**src/rtl/dds_pkg.sv**
```systemverilog
`timescale 1ns/1ps
package dds_pkg;
  // quarter-wave geometry of the 12-bit phase
  localparam int SEG_W  = 3;
  localparam int SUB_W  = 7;
  localparam int MAG_W  = 11;
  localparam int TERM_W = SUB_W + 1;

  // shift applied to the sub-angle for one slope term
  typedef enum logic [2:0] {
    SH_UP1  = 3'd0,
    SH_UNIT = 3'd1,
    SH_DN1  = 3'd2,
    SH_DN2  = 3'd3,
    SH_DN3  = 3'd4,
    SH_DN4  = 3'd5,
    SH_NONE = 3'd6
  } slope_sh_e;

  typedef struct packed {
    logic [MAG_W-1:0] base;
    slope_sh_e        hi;
    slope_sh_e        lo;
  } seg_coef_t;

  // base is the start amplitude nudged to centre the error; slope ~ chord/128
  function automatic seg_coef_t seg_coef(input logic [SEG_W-1:0] s);
    seg_coef_t c;
    case (s)
      3'd0:    c = '{base: 11'd0,    hi: SH_UP1,  lo: SH_UNIT}; // 3.0
      3'd1:    c = '{base: 11'd400,  hi: SH_UP1,  lo: SH_UNIT}; // 3.0
      3'd2:    c = '{base: 11'd768,  hi: SH_UP1,  lo: SH_UNIT}; // 3.0
      3'd3:    c = '{base: 11'd1133, hi: SH_UP1,  lo: SH_DN1};  // 2.5
      3'd4:    c = '{base: 11'd1450, hi: SH_UP1,  lo: SH_NONE}; // 2.0
      3'd5:    c = '{base: 11'd1704, hi: SH_UNIT, lo: SH_DN1};  // 1.5
      3'd6:    c = '{base: 11'd1888, hi: SH_UNIT, lo: SH_NONE}; // 1.0
      default: c = '{base: 11'd2012, hi: SH_DN2,  lo: SH_DN4};  // 0.3125
    endcase
    return c;
  endfunction

  function automatic logic [TERM_W-1:0] shift_term(input logic [SUB_W-1:0] v,
                                                   input slope_sh_e k);
    logic [TERM_W-1:0] t;
    case (k)
      SH_UP1:  t = {v, 1'b0};
      SH_UNIT: t = {1'b0, v};
      SH_DN1:  t = {1'b0, (v >> 1)};
      SH_DN2:  t = {1'b0, (v >> 2)};
      SH_DN3:  t = {1'b0, (v >> 3)};
      SH_DN4:  t = {1'b0, (v >> 4)};
      default: t = '0;
    endcase
    return t;
  endfunction
endpackage

```
**src/rtl/dds_phase_acc.sv**
```systemverilog
`timescale 1ns/1ps
module dds_phase_acc #(
  parameter int ACC_W = 32,
  parameter int PH_W  = 12
) (
  input  logic             clk,
  input  logic             rst,
  input  logic [ACC_W-1:0] tune_i,
  input  logic [PH_W-1:0]  ofs_i,
  output logic [PH_W-1:0]  phase_o
);
  logic [ACC_W-1:0] acc_q;

  always_ff @(posedge clk) begin
    if (rst) acc_q <= '0;
    else     acc_q <= acc_q + tune_i;
  end

  // truncated phase plus offset, wraps modulo 2^PH_W
  assign phase_o = acc_q[ACC_W-1 -: PH_W] + ofs_i;
endmodule

```
**src/rtl/dds_seg_interp.sv**
```systemverilog
`timescale 1ns/1ps
module dds_seg_interp import dds_pkg::*; (
  input  logic [SEG_W-1:0] seg_i,
  input  logic [SUB_W-1:0] sub_i,
  output logic [MAG_W-1:0] mag_o
);
  seg_coef_t        coef;
  logic [MAG_W:0]   sum;

  always_comb begin
    coef  = seg_coef(seg_i);
    // three-integer sum: base + two shifted sub-angle copies
    sum   = {1'b0, coef.base}
          + (MAG_W+1)'(shift_term(sub_i, coef.hi))
          + (MAG_W+1)'(shift_term(sub_i, coef.lo));
    mag_o = sum[MAG_W] ? {MAG_W{1'b1}} : sum[MAG_W-1:0];
  end
endmodule

```
**src/rtl/dds_quarter_amp.sv**
```systemverilog
`timescale 1ns/1ps
module dds_quarter_amp import dds_pkg::*; #(
  parameter int PH_W = 12
) (
  input  logic                    clk,
  input  logic                    rst,
  input  logic [PH_W-1:0]         phase_i,
  output logic signed [MAG_W:0]   amp_o
);
  localparam int QW = PH_W - 2;

  logic [1:0]       quad;
  logic [QW-1:0]    low;
  logic [QW-1:0]    fold;
  logic [MAG_W-1:0] mag_c;
  logic [MAG_W-1:0] mag_q;
  logic             neg_q;

  assign quad = phase_i[PH_W-1 -: 2];
  assign low  = phase_i[QW-1:0];
  // second and fourth quadrants run the sawtooth backwards
  assign fold = quad[0] ? ~low : low;

  dds_seg_interp u_interp (
    .seg_i (fold[QW-1 -: SEG_W]),
    .sub_i (fold[SUB_W-1:0]),
    .mag_o (mag_c)
  );

  always_ff @(posedge clk) begin
    if (rst) begin
      mag_q <= '0;
      neg_q <= 1'b0;
      amp_o <= '0;
    end else begin
      mag_q <= mag_c;
      neg_q <= quad[1];
      amp_o <= neg_q ? -$signed({1'b0, mag_q}) : $signed({1'b0, mag_q});
    end
  end


  axis_zero_chk: assert property (@(posedge clk) disable iff (rst)
    (phase_i[PH_W-2:0] == '0) |=> (mag_q == '0));


  crest_chk: assert property (@(posedge clk) disable iff (rst)
    (phase_i[PH_W-2:0] == {1'b1, {(PH_W-2){1'b0}}}) |=> (mag_q == {MAG_W{1'b1}}));
endmodule

```
**src/rtl/dds_sine_synth.sv**
```systemverilog
`timescale 1ns/1ps
module dds_sine_synth import dds_pkg::*; #(
  parameter int ACC_W  = 32,
  parameter int PH_W   = 12,
  parameter bit COS_EN = 1'b1
) (
  input  logic                  clk,
  input  logic                  rst,
  input  logic [ACC_W-1:0]      tune_word,
  input  logic [PH_W-1:0]       phase_ofs,
  output logic signed [MAG_W:0] sin_out,
  output logic signed [MAG_W:0] cos_out
);
  localparam logic [PH_W-1:0] QUARTER = {2'b01, {(PH_W-2){1'b0}}};

  logic [PH_W-1:0] phase_w;

  dds_phase_acc #(.ACC_W(ACC_W), .PH_W(PH_W)) u_acc (
    .clk     (clk),
    .rst     (rst),
    .tune_i  (tune_word),
    .ofs_i   (phase_ofs),
    .phase_o (phase_w)
  );

  dds_quarter_amp #(.PH_W(PH_W)) u_sin (
    .clk     (clk),
    .rst     (rst),
    .phase_i (phase_w),
    .amp_o   (sin_out)
  );

  generate
    if (COS_EN) begin : g_cos
      logic [PH_W-1:0] cos_phase;
      assign cos_phase = phase_w + QUARTER;
      dds_quarter_amp #(.PH_W(PH_W)) u_cos (
        .clk     (clk),
        .rst     (rst),
        .phase_i (cos_phase),
        .amp_o   (cos_out)
      );
    end else begin : g_nocos
      assign cos_out = '0;
    end
  endgenerate

  // cycles since reset, used to keep $past inside the post-reset window
  logic [2:0] live_q;
  always_ff @(posedge clk) begin
    if (rst)                 live_q <= '0;
    else if (live_q != 3'd7) live_q <= live_q + 3'd1;
  end


  reset_clear_chk: assert property (@(posedge clk)
    rst |=> (sin_out == '0 && cos_out == '0));


  hold_chk: assert property (@(posedge clk) disable iff (rst)
    (live_q == 3'd7 && $past(tune_word, 3) == '0 &&
     $past(phase_ofs, 2) == $past(phase_ofs, 3)) |-> $stable(sin_out));


  lower_half_chk: assert property (@(posedge clk) disable iff (rst)
    (live_q == 3'd7 && sin_out[MAG_W]) |-> $past(phase_w[PH_W-1], 2));
endmodule

```
**config.mk**
```make
export PLATFORM = sky130hd
export DESIGN_NAME = dds_sine_synth
export DESIGN_NICKNAME = d
export VERILOG_FILES = /design/src/rtl/dds_pkg.sv /design/src/rtl/dds_phase_acc.sv /design/src/rtl/dds_seg_interp.sv /design/src/rtl/dds_quarter_amp.sv /design/src/rtl/dds_sine_synth.sv
export SDC_FILE = /design/constraint.sdc
export NUM_CORES = 1
export LEC_CHECK = 0
export BUFFER_PORTS_ARGS = -buffer_cell sky130_fd_sc_hd__buf_2
export CAP_MARGIN = 20
export CORE_MARGIN = 2
export CORE_UTILIZATION = 41
export CTS_BUF_LIST = sky130_fd_sc_hd__clkbuf_2
export DETAILED_ROUTE_END_ITERATION = 10
export GPL_ROUTABILITY_DRIVEN = 0
export GPL_TIMING_DRIVEN = 0
export MAX_ROUTING_LAYER = met4
export PLACE_DENSITY_LB_ADDON = 0.12
export SYNTH_ARGS = -nofsm -noshare
export SYNTH_HDL_FRONTEND = slang
export SYNTH_SLANG_ARGS = --single-unit
```
**constraint.sdc**
```tcl
create_clock -name clk -period 11.6 [get_ports clk]
set_input_delay 1.74 -clock clk [delete_from_list [all_inputs] [get_ports clk]]
set_output_delay 1.74 -clock clk [all_outputs]
set_load 0.05 [all_outputs]
```
==> metrics.md <==
| Metric | Value |
|---|---|
| Simple-Gate Fraction of Synth Area | 0.157 |
| Number of synthesized flops with an enable pin | 0 |
| Remaining DRCs | 0 |
| CP Class | primary input to flip-flop |
| Post-Syn Area per Cell | 8.34 um2 |
| Worst Hold Depth | 2 |
| Fmax | 143 MHz |
| Gr usage total | 0.204 |
| Post-synthesis sequential area ratio | 0.234 |
| Count leader, synth | dfxtp_1 |
| Period minus WS final | 7000 ps |
| Core outline area | 16,500 um2 |
| Outcome | finished, final reports clean |
| Worst-path fanout max | 10 |
| Final hold vios | 0 |
| Slew Viols, Final | 0 |
| Die area | 17,800 um2 |
| Die X | 133 um |
| Initial antenna violation count | 1 |
| CTS sink cnt | 80 |
| CP Capture Type | flip-flop |
| Vias in the first global route | 5,641 |
| Global-route wire length before repair | 28,500 um |
| CTS Buffer Depth | 2 |
| Critical Path RT | 12,100 ps |
| Hold_sp | g_cos.u_cos.mag_q[0] |
| CP startpoint kind | primary input |
| Worst reg-to-reg path cell count | 22 |
| Synth top area share | 0.234 |
| Yosys reg bits | 80 |
| H-Tree Depth | 3 |
| Syn Inst Count | 822 |
| Hold_buf cts | 0 |
| Synth Area in Adders | 0.168 |
| Via/cell ratio | 5.40 |
| Rows | 47 |
| Multi-input gate area | 4890 um2 |
| Pin count of the biggest net entering global routing | 15 |
| Ys flop type | dfxtp_1 |
| Detailed Route WL | 17,300 um |
| RSZ-0062 raised after global routing | false |
| Initial Utilization | 0.416 |
| Final count of negative-setup-slack endpoints | 0 |
| Largest cells by area after synthesis | dfxtp_1 (23%), ha_1 (11%), fa_1 (5.8%), xor2_1 (4.6%), nor2_1 (4.3%) |
| Final ANT Viol Nets | 0 |
| Syn-to-layout area delta | 11.1% |
| NumNets Final | 1,028 |
| GRT Residual Overflow | 0 |
| Cell Area, Synth | 6850 um2 |
| Register area | 1600 um2 |
| Total of fill cells in the finished design | 1,707 |
| Finished Layout Cells | 1,127 |
| Root Buffer | clkbuf_2 |
| Worst-path clk slew | 230 ps |
| # resized after CTS | 0 |
| Relative slew slack | 0.338 |
| DP Wirelength | 13,600 um |
| Largest family of logic cells by synthesized area | compound AO/OA/AOI/OAI gates |
| DR iter-0 viols | 518 |
| Inst Count DP | 1,111 |
| R2r startpoint | u_acc.acc_q[20] |
| Input/output buffers | 68 |
| # IOs | 70 |
| Max-Cap Viols | 0 |
| Worst EP arrival | 7500 ps |
| Share of cells above drive strength 1 | 0.134 |
| Library cells used by synthesis | 75 |
| Via count | 6,082 |
| Setup Buffers After CTS | 0 |
| Post-Synth XOR/XNOR Area | 0.124 |
| Asr flop ratio synth | 0 |
| Worst reg-to-reg setup slack | 5320 ps |
| Num CTS Buffers | 9 |
| Compound-Gate Fraction of Synth Area | 0.242 |
| Die height | 133 um |
| Synth warn | 0 |
| Post-synthesis mux area share | 0.0226 |
| Clk_skew | 39.9 ps |
| First-pass iteration count of the detailed router | 6 |
| Clock latency at the later pin of the worst-skew pair | 590 ps |
| Post-synth top area cell | dfxtp_1 |
| Hold Crit Class | flip-flop to flip-flop |
| Reg2reg end | g_cos.u_cos.mag_q[4] |
| Worst hold endpoint | g_cos.u_cos.amp_o[0] |
| Slew @ Worst Pin | 981 ps |
| CTS tree | built |
| Setup_tns | 0 ps |
| Most frequent cells after synthesis | dfxtp_1 (80), nor2_1 (78), nand2_1 (61) |
| Wire per inst | 15.4 um |
| Period utilisation layout | 0.603 |
==> registers in the layout (all words and copies together) (netlist names) <==
name and flops:
g_cos.u_cos.neg_q 1, u_sin.neg_q 1, g_cos.u_cos.amp_o 12, u_acc.acc_q 32, u_sin.mag_q 11, g_cos.u_cos.mag_q 11
u_sin.amp_o 12
==> layout make-up <==
cell class | count | area share
repair buffers | 68 | 0.0447
diodes | 1 | 0.000329
inverters | 56 | 0.0276
clock inverters | 6 | 0.0123
plain buffers | 35 | 0.0200
clock buffers | 9 | 0.00592
well taps | 220 | 0.0361
flip-flops and latches | 80 | 0.210
multi-input cells | 652 | 0.643
==> cell usage in the layout (no fill, tap or decap), types with 6 or more instances in the layout <==
| master | instances |
|---|---|
| a211oi_1 | 16 |
| a21o_1 | 27 |
| a21oi_1 | 53 |
| a31oi_1 | 6 |
| a32oi_1 | 6 |
| and3_1 | 7 |
| buf_2 | 79 |
| clkbuf_1 | 18 |
| clkbuf_2 | 9 |
| dfxtp_1 | 80 |
| fa_1 | 20 |
| ha_1 | 60 |
| inv_1 | 56 |
| mux2i_1 | 11 |
| nand2_1 | 61 |
| nand2b_1 | 7 |
| nand3_1 | 19 |
| nor2_1 | 78 |
| nor2b_1 | 12 |
| nor3_1 | 18 |
| o21a_1 | 8 |
| o21ai_0 | 39 |
| o21ai_1 | 19 |
| o31ai_1 | 6 |
| xnor2_1 | 32 |
| xor2_1 | 36 |
==> cells by family after synthesis <==
logic type                 count (synthesis)
AOI/OAI and AO/OA                        243
and+or+nand+nor                          232
buffers and inverters                     91
adders and majority gates                 80
xor gates and xnor gates                  80
DFF                                       80
muxes                                     15
other                                      1
==> stage by stage <==
| step | area [um2] | hold slack [ps] | worst slack, ps | util |
|---|---|---|---|---|
| after floorplan | 6860 | 457 | 4870 | - |
| after global routing | 7610 | 513 | 4190 | 0.462 |
| after CTS | 7610 | 503 | 4690 | 0.462 |
| final | 7610 | 498 | 4600 | 0.462 |
| after global placement | 7470 | 496 | 4020 | 0.454 |
| after detailed placement | 7470 | 485 | 4110 | 0.454 |
==> worst max path at each step <==
stage,startpoint,to,cells after the start
5_1_grt,phase_ofs[0],g_cos.u_cos.mag_q[4],23
4_1_cts,phase_ofs[0],g_cos.u_cos.mag_q[4],23
3_5_place_dp,phase_ofs[0],g_cos.u_cos.mag_q[4],23
3_3_place_gp,phase_ofs[0],g_cos.u_cos.mag_q[4],23
2_1_floorplan,phase_ofs[0],u_sin.mag_q[4],23
6_report,phase_ofs[0],g_cos.u_cos.mag_q[4],23
==> critical path: stages <==
cell and delay [ps]:
buf_2 80, ha_1 180, inv_1 60, fa_1 390
nand2b_1 180, a211oi_1 330, o22a_2 320, a31oi_4 200
xnor2_2 270, buf_4 290, xor2_1 390, mux2i_1 150
a221oi_1 460, fa_1 490, inv_1 110, fa_1 220
a21oi_1 70, o21ai_0 260, a21o_1 170, a21oi_1 80
o21ai_0 450, o2111ai_2 390, o21ai_1 200
==> routing by layer <==
metal	up-vias	track usage	share of wire
met4	0	0.0798	0.029
li1	3113	-	-
met2	203	0.296	0.41
met3	48	0.0350	0.063
met5	-	-	0
met1	2718	0.284	0.50
Power is not shown: default switching activity piles up to over one toggle a cycle in this logic, so the estimate is an artifact.
